**src/rtl/acc_cpu_pkg.sv**
```systemverilog
package acc_cpu_pkg;

    // Opcode byte values
    localparam logic [7:0] OPC_LOAD  = 8'h01;
    localparam logic [7:0] OPC_STORE = 8'h02;
    localparam logic [7:0] OPC_ADD   = 8'h10;
    localparam logic [7:0] OPC_SUB   = 8'h11;
    localparam logic [7:0] OPC_AND   = 8'h12;
    localparam logic [7:0] OPC_OR    = 8'h13;
    localparam logic [7:0] OPC_JMP   = 8'h20;
    localparam logic [7:0] OPC_JZ    = 8'h21;
    localparam logic [7:0] OPC_JN    = 8'h22;
    localparam logic [7:0] OPC_HALT  = 8'hFF;

    typedef enum logic [3:0] {
        ST_INIT,
        ST_FETCH_OP,
        ST_FETCH_HI,
        ST_FETCH_LO,
        ST_DECODE,
        ST_MEM_LOAD,
        ST_MEM_STORE,
        ST_REG_OP,
        ST_BR_TAKEN,
        ST_BR_SKIP,
        ST_HALT
    } state_t;

    typedef enum logic [2:0] {
        ALU_PASS,
        ALU_ADD,
        ALU_SUB,
        ALU_AND,
        ALU_OR
    } alu_op_t;

endpackage

```
**src/rtl/acc_alu.sv**
```systemverilog
module acc_alu
    import acc_cpu_pkg::*;
#(
    parameter int unsigned DATA_W = 16
) (
    input  alu_op_t           op,
    input  logic [DATA_W-1:0] a,
    input  logic [DATA_W-1:0] b,
    output logic [DATA_W-1:0] y,
    output logic              neg,
    output logic              zero
);

    localparam int unsigned MSB = DATA_W - 1;

    always_comb begin
        unique case (op)
            ALU_PASS: y = b;
            ALU_ADD:  y = a + b;
            ALU_SUB:  y = a - b;
            ALU_AND:  y = a & b;
            ALU_OR:   y = a | b;
            default:  y = b;
        endcase
    end

    assign neg  = y[MSB];
    assign zero = (y == '0);

endmodule

```
**src/rtl/acc_ctrl.sv**
```systemverilog
module acc_ctrl
    import acc_cpu_pkg::*;
#(
    parameter int unsigned INSTR_W = 8
) (
    input  logic               clk,
    input  logic               rst,
    input  logic [INSTR_W-1:0] opcode,
    input  logic               flag_n,
    input  logic               flag_z,
    output logic               clear,
    output logic               ir_we,
    output logic               hi_we,
    output logic               lo_we,
    output logic               pc_inc,
    output logic               pc_load,
    output logic               ac_we,
    output logic               flag_we,
    output alu_op_t            alu_op,
    output logic               imem_rd,
    output logic               dmem_rd,
    output logic               dmem_wr,
    output logic               halted
);

    state_t state, state_nx;

    // Next-state logic
    always_comb begin
        state_nx = state;
        unique case (state)
            ST_INIT:     state_nx = ST_FETCH_OP;
            ST_FETCH_OP: state_nx = ST_FETCH_HI;
            ST_FETCH_HI: state_nx = ST_FETCH_LO;
            ST_FETCH_LO: state_nx = ST_DECODE;
            ST_DECODE: begin
                unique case (opcode)
                    OPC_LOAD:  state_nx = ST_MEM_LOAD;
                    OPC_STORE: state_nx = ST_MEM_STORE;
                    OPC_ADD, OPC_SUB, OPC_AND, OPC_OR:
                               state_nx = ST_REG_OP;
                    OPC_JMP:   state_nx = ST_BR_TAKEN;
                    OPC_JZ:    state_nx = flag_z ? ST_BR_TAKEN : ST_BR_SKIP;
                    OPC_JN:    state_nx = flag_n ? ST_BR_TAKEN : ST_BR_SKIP;
                    OPC_HALT:  state_nx = ST_HALT;
                    default:   state_nx = ST_FETCH_OP;
                endcase
            end
            ST_MEM_LOAD, ST_MEM_STORE, ST_REG_OP,
            ST_BR_TAKEN, ST_BR_SKIP:
                state_nx = ST_FETCH_OP;
            ST_HALT:     state_nx = ST_HALT;
            default:     state_nx = ST_INIT;
        endcase
    end

    // State register
    always_ff @(posedge clk) begin
        if (rst) state <= ST_INIT;
        else     state <= state_nx;
    end

    // Output decode (register-transfer enables)
    always_comb begin
        clear   = 1'b0;
        ir_we   = 1'b0;
        hi_we   = 1'b0;
        lo_we   = 1'b0;
        pc_inc  = 1'b0;
        pc_load = 1'b0;
        ac_we   = 1'b0;
        flag_we = 1'b0;
        alu_op  = ALU_PASS;
        imem_rd = 1'b0;
        dmem_rd = 1'b0;
        dmem_wr = 1'b0;
        halted  = 1'b0;
        unique case (state)
            ST_INIT:     clear = 1'b1;
            ST_FETCH_OP: begin imem_rd = 1'b1; ir_we = 1'b1; pc_inc = 1'b1; end
            ST_FETCH_HI: begin imem_rd = 1'b1; hi_we = 1'b1; pc_inc = 1'b1; end
            ST_FETCH_LO: begin imem_rd = 1'b1; lo_we = 1'b1; pc_inc = 1'b1; end
            ST_DECODE:   ;
            ST_MEM_LOAD: begin
                dmem_rd = 1'b1;
                ac_we   = 1'b1;
                flag_we = 1'b1;
                alu_op  = ALU_PASS;
            end
            ST_MEM_STORE: dmem_wr = 1'b1;
            ST_REG_OP: begin
                dmem_rd = 1'b1;
                ac_we   = 1'b1;
                flag_we = 1'b1;
                unique case (opcode)
                    OPC_ADD: alu_op = ALU_ADD;
                    OPC_SUB: alu_op = ALU_SUB;
                    OPC_AND: alu_op = ALU_AND;
                    OPC_OR:  alu_op = ALU_OR;
                    default: alu_op = ALU_PASS;
                endcase
            end
            ST_BR_TAKEN: pc_load = 1'b1;
            ST_BR_SKIP:  ;
            ST_HALT:     halted = 1'b1;
            default:     ;
        endcase
    end

    // data port never reads and writes together
    assert_mem_excl_R10: assert property (@(posedge clk) disable iff (rst)
        !(dmem_rd && dmem_wr));

    // once stopped, stays stopped until reset
    assert_halt_stays_R9: assert property (@(posedge clk) disable iff (rst)
        (state == ST_HALT) |=> (state == ST_HALT));

endmodule

```
**src/rtl/acc_regs.sv**
```systemverilog
module acc_regs #(
    parameter int unsigned DATA_W  = 16,
    parameter int unsigned ADDR_W  = 16,
    parameter int unsigned INSTR_W = 8
) (
    input  logic               clk,
    input  logic               rst,
    input  logic               clear,
    input  logic               ir_we,
    input  logic               hi_we,
    input  logic               lo_we,
    input  logic               pc_inc,
    input  logic               pc_load,
    input  logic               ac_we,
    input  logic               flag_we,
    input  logic [INSTR_W-1:0] ibyte,
    input  logic [DATA_W-1:0]  result,
    input  logic               res_n,
    input  logic               res_z,
    output logic [ADDR_W-1:0]  pc,
    output logic [INSTR_W-1:0] ir,
    output logic [ADDR_W-1:0]  opaddr,
    output logic [DATA_W-1:0]  ac,
    output logic               flag_n,
    output logic               flag_z
);

    localparam int unsigned HALF = ADDR_W / 2;

    logic [HALF-1:0] addr_hi, addr_lo;

    always_ff @(posedge clk) begin
        if (rst || clear) begin
            pc      <= '0;
            ir      <= '0;
            addr_hi <= '0;
            addr_lo <= '0;
            ac      <= '0;
            flag_n  <= 1'b0;
            flag_z  <= 1'b0;
        end else begin
            if (ir_we) ir      <= ibyte;
            if (hi_we) addr_hi <= HALF'(ibyte);
            if (lo_we) addr_lo <= HALF'(ibyte);
            if (pc_load)     pc <= opaddr;
            else if (pc_inc) pc <= pc + 1'b1;
            if (ac_we) ac <= result;
            if (flag_we) begin
                flag_n <= res_n;
                flag_z <= res_z;
            end
        end
    end

    assign opaddr = {addr_hi, addr_lo};

    // each fetch cycle steps the program counter by one
    assert_pc_step_R2: assert property (@(posedge clk) disable iff (rst)
        (pc_inc && !pc_load && !clear) |=> (pc == $past(pc) + 1'b1));

    // flags move only on a flag-writing cycle
    assert_flags_hold_R5: assert property (@(posedge clk) disable iff (rst)
        (!flag_we && !clear) |=> $stable({flag_n, flag_z}));

endmodule

```
**src/rtl/acc_core.sv**
```systemverilog
module acc_core
    import acc_cpu_pkg::*;
#(
    parameter int unsigned DATA_W  = 16,
    parameter int unsigned ADDR_W  = 16,
    parameter int unsigned INSTR_W = 8
) (
    input  logic               clk,
    input  logic               rst,
    output logic [ADDR_W-1:0]  imem_addr,
    output logic               imem_rd,
    input  logic [INSTR_W-1:0] imem_rdata,
    output logic [ADDR_W-1:0]  dmem_addr,
    output logic               dmem_rd,
    output logic               dmem_wr,
    output logic [DATA_W-1:0]  dmem_wdata,
    input  logic [DATA_W-1:0]  dmem_rdata,
    output logic [ADDR_W-1:0]  pc_q,
    output logic [INSTR_W-1:0] ir_q,
    output logic [DATA_W-1:0]  ac_q,
    output logic               flag_n,
    output logic               flag_z,
    output logic               halted
);

    logic            clear, ir_we, hi_we, lo_we, pc_inc, pc_load;
    logic            ac_we, flag_we, res_n, res_z;
    alu_op_t         alu_op;
    logic [DATA_W-1:0] alu_y;
    logic [ADDR_W-1:0] opaddr;

    acc_ctrl #(.INSTR_W(INSTR_W)) u_ctrl (
        .clk     (clk),
        .rst     (rst),
        .opcode  (ir_q),
        .flag_n  (flag_n),
        .flag_z  (flag_z),
        .clear   (clear),
        .ir_we   (ir_we),
        .hi_we   (hi_we),
        .lo_we   (lo_we),
        .pc_inc  (pc_inc),
        .pc_load (pc_load),
        .ac_we   (ac_we),
        .flag_we (flag_we),
        .alu_op  (alu_op),
        .imem_rd (imem_rd),
        .dmem_rd (dmem_rd),
        .dmem_wr (dmem_wr),
        .halted  (halted)
    );

    acc_regs #(.DATA_W(DATA_W), .ADDR_W(ADDR_W), .INSTR_W(INSTR_W)) u_regs (
        .clk     (clk),
        .rst     (rst),
        .clear   (clear),
        .ir_we   (ir_we),
        .hi_we   (hi_we),
        .lo_we   (lo_we),
        .pc_inc  (pc_inc),
        .pc_load (pc_load),
        .ac_we   (ac_we),
        .flag_we (flag_we),
        .ibyte   (imem_rdata),
        .result  (alu_y),
        .res_n   (res_n),
        .res_z   (res_z),
        .pc      (pc_q),
        .ir      (ir_q),
        .opaddr  (opaddr),
        .ac      (ac_q),
        .flag_n  (flag_n),
        .flag_z  (flag_z)
    );

    acc_alu #(.DATA_W(DATA_W)) u_alu (
        .op   (alu_op),
        .a    (ac_q),
        .b    (dmem_rdata),
        .y    (alu_y),
        .neg  (res_n),
        .zero (res_z)
    );

    assign imem_addr  = pc_q;
    assign dmem_addr  = opaddr;
    assign dmem_wdata = ac_q;

    // program counter frozen while stopped
    assert_halt_pc_R9: assert property (@(posedge clk) disable iff (rst)
        halted |=> $stable(pc_q));

endmodule

```
**config.mk**
```make
export PLATFORM = sky130hd
export DESIGN_NAME = acc_core
export DESIGN_NICKNAME = d
export VERILOG_FILES = /design/src/rtl/acc_cpu_pkg.sv /design/src/rtl/acc_alu.sv /design/src/rtl/acc_ctrl.sv /design/src/rtl/acc_regs.sv /design/src/rtl/acc_core.sv
export SDC_FILE = /design/constraint.sdc
export NUM_CORES = 1
export LEC_CHECK = 0
export ABC_AREA = 0
export CAP_MARGIN = 20
export CORE_AREA = 8 8 112 114
export CTS_CLUSTER_DIAMETER = 50
export DETAILED_ROUTE_END_ITERATION = 10
export DIE_AREA = 0 0 120 122
export PLACE_DENSITY = 0.76
export REMOVE_ABC_BUFFERS = 1
export SETUP_SLACK_MARGIN = 0.15
export SLEW_MARGIN = 40
export SYNTH_ARGS = -nofsm -noshare
export SYNTH_HDL_FRONTEND = slang
export SYNTH_SLANG_ARGS = --single-unit
export TNS_END_PERCENT = 5
```
**constraint.sdc**
```tcl
create_clock -name clk -period 3.7 [get_ports clk]
set_input_delay 0.37 -clock clk [delete_from_list [all_inputs] [get_ports clk]]
set_output_delay 0.37 -clock clk [all_outputs]
set_load 0.05 [all_outputs]
```
==> key figures <==
Status
  • Failing checks: negative setup slack
  • Outcome: complete, but fails checks

Synth
  • EDFF count, synth: 0
  • Cells after synthesis: 659
  • Most common cell in the synthesized netlist: nand2_1
  • Synthesized area: 4750 µm²
  • Synth cell types: 69
  • Top post-synthesis cells by area: dfxtp_1 (26%), a21oi_1 (8.4%), nand2_1 (7.7%)
  • Ys Warns: 0
  • Avg Inst Size Synth: 7.21 µm²
  • Async set-reset flop share out of synthesis: 0
  • Post-synth top cells: nand2_1 (97), a21oi_1 (80), dfxtp_1 (61)
  • Main flop type after synthesis: dfxtp_1
  • Cell taking the most area after synthesis: dfxtp_1
  • #FFs+latches synth: 61
  • Post-synthesis sequential area ratio: 0.257
  • Share of the synthesized area in the top cell type: 0.257

STA
  • Slew Limit Fails: 0
  • Final setup margin: -0.0891 ns
  • Worst-Margin Slew: 0.776 ns
  • RSZ-0062 raised after global routing: yes
  • Max transition margin: 0.479
  • Final min period: 3.79 ns
  • Setup TNS: -0.0891 ns
  • Skew final: 0.0172 ns
  • Period utilization: 1.02
  • Worst Hold Slack: 0.494 ns
  • Max Clock Freq: 0.264 GHz
  • Final hold viol count: 0
  • Final setup fails: 1

Finish
  • Final nets: 880
  • Final std cells w/o fill: 979
  • Post-route cell area: 6970 µm²
  • Area Growth Syn to Fin: 46.5%
  • Final core occ: 0.651
  • Layout cells sized above 1: 0.213
  • # diodes: 0

Clocking
  • H-Tree Level Count: 3
  • Worst-case clock buffer depth: 2
  • Clk_lat worst skew: 0.35 ns
  • Hold Buf Count CTS: 0
  • CTS Sinks: 61
  • Cts bufs inserted: 9
  • CTS tree: done
  • Clock transition at path regs: 0.08 ns
  • Root Buffer: clkbuf_8

Floorplan
  • Die H: 122 µm
  • IO Pins: 120
  • Die area: 14600 µm²
  • Core Area: 10700 µm²
  • Initial core utilization: 0.444
  • Die Span X: 120 µm
  • Std cell rows: 38

Detailed routing
  • M1 wire length: 7280 µm
  • DR DRC count: 0
  • Final ANT Viol Nets: 0
  • DR vias: 5939
  • Drt pass-1 iters: 5
  • Met2 routed WL: 8950 µm
  • Max Used Layer: met4
  • Routed wl met3: 1910 µm
  • Routed Wire Length: 18700 µm
  • DRT iter0 DRCs: 610
  • Vias per inst: 6.07
  • Routed WL per cell: 19.1 µm

Critical path
  • WP data required: 3.95 ns
  • Critical path class: reg -> reg
  • WP data arrival: 4.04 ns
  • CP Capture Type: flop
  • Max FO, Critical Path: 4
  • R2R depth: 19
  • CP Launch Type: flop

Worst hold path
  • Hold Crit Class: reg -> reg
  • Hold Path Cell Cnt: 2

Place
  • Dpl cell area: 6370 µm²
  • Setup WS pre-CTS: -0.303 ns
  • Placed insts: 937
  • Global placer's final weighted congestion: 1.01
  • DP HPWL: 13900 µm
  • IO Port Bufs: 119

Power
  • Leakage: 2.65 nW
  • Worst vdd ir: 0.196 mV
  • Pwr dens: 248 nW/µm²
  • Post-layout power: 1.73 mW

Global route
  • Via count of the first global-routing pass: 5650
  • Initial antenna violation count: 0
  • Gr usage total: 0.247
  • First-pass GRT wire length: 29400 µm
  • Total gr overflow: 0
  • Largest net degree at the start of global routing: 28

Run
  • Max cap viols: 0
[registers in the layout, indices dropped and copies added (netlist names)]
| name | flops |
|---|---|
| u_regs.addr_lo | 8 |
| u_regs.ir | 8 |
| u_regs.pc | 16 |
| u_regs.addr_hi | 8 |
| u_regs.ac | 16 |
| u_ctrl.state | 4 |
| u_regs.flag_z | 1 |
[routing by layer]
layer	up-vias	GRT usage
li1	2723	-
met4	0	0.0976
met5	-	0
met2	357	0.421
met3	54	0.0648
met1	2805	0.290
[kinds of logic after synthesis]
| family | count (synthesis) | synth area share |
|---|---|---|
| XOR/XNOR | 20 | 0.0368 |
| buffers and inverters | 85 | 0.0963 |
| AO/OA/AOI/OAI | 210 | 0.282 |
| multiplexers | 4 | 0.00842 |
| adder cells (fa/ha/maj) | 20 | 0.0542 |
| AND/OR/NAND/NOR | 259 | 0.266 |
| flip-flops | 61 | 0.257 |
[path summary, 6_finish.rpt]
check	startpoint	end	slack, ns
setup / recovery	u_regs.ir[6]$_SDFFE_PP0P_	u_regs.flag_z$_SDFFE_PP0P_	-0.09
hold / removal	u_regs.addr_hi[6]$_SDFFE_PP0N_	u_regs.addr_hi[6]$_SDFFE_PP0N_	0.49
setup reg to reg	u_regs.ir[6]$_SDFFE_PP0P_	u_regs.flag_z$_SDFFE_PP0P_	-0.09
hold reg to reg	u_regs.addr_hi[6]$_SDFFE_PP0N_	u_regs.addr_hi[6]$_SDFFE_PP0N_	0.49
[worst max-delay path, stage by stage (launching register included)]
cell	delay [ns]
dfxtp_2	0.34
nor4_4	0.26
buf_4	0.17
buf_6	0.10
nand4_1	0.12
nor2_2	0.16
buf_4	0.14
buf_6	0.10
a21o_1	0.14
nand2_1	0.08
xnor2_1	0.13
ha_1	0.33
a21oi_2	0.18
o21ai_2	0.08
a21o_1	0.19
or3_1	0.34
a31o_2	0.23
nor4_4	0.20
nand4_1	0.14
o31ai_2	0.26
[what timing repair did]
| action | CTS | global route |
|---|---|---|
| resized for setup | 31 | 19 |
| buffers inserted | 24 | 2 |
| gates cloned | 0 | 0 |
| setup endpoints to repair | 9 | 10 |
| pin swaps | 18 | 16 |
[area by class of cell]
cell class              count  area (µm²)
clock buffers               9         124
clock inverters             7        72.6
fillers                   941        3730
inverters                  19        71.3
multi-input cells         513        3240
flip-flops and latches     61        1220
well taps                 140         175
repair buffers            230        2060
[where the power goes]
part	internal (mW)	switching [mW]	total [mW]
combinational	0.172	0.255	0.427
clock	0.314	0.307	0.621
sequential	0.666	0.0110	0.677
total	1.15	0.573	1.73
[layout by cell type, fill, tap and decap left out, types with 5 or more instances in the layout]
cell,instances
a211oi_1,8
a21o_1,6
a21oi_1,75
a221oi_1,7
a31oi_1,8
and2_1,6
and3_1,8
buf_4,102
buf_6,9
clkbuf_8,9
clkdlybuf4s50_1,119
dfxtp_1,59
ha_1,17
inv_1,18
nand2_1,95
nand2b_1,5
nand3_1,13
nand4_1,7
nor2_1,58
nor3_1,20
nor3b_1,7
o21ai_0,36
o31ai_1,5
or2_2,5
or3_1,5
xnor2_1,13
xor2_1,7
No activity file was read; power rests on OpenSTA's default activity.
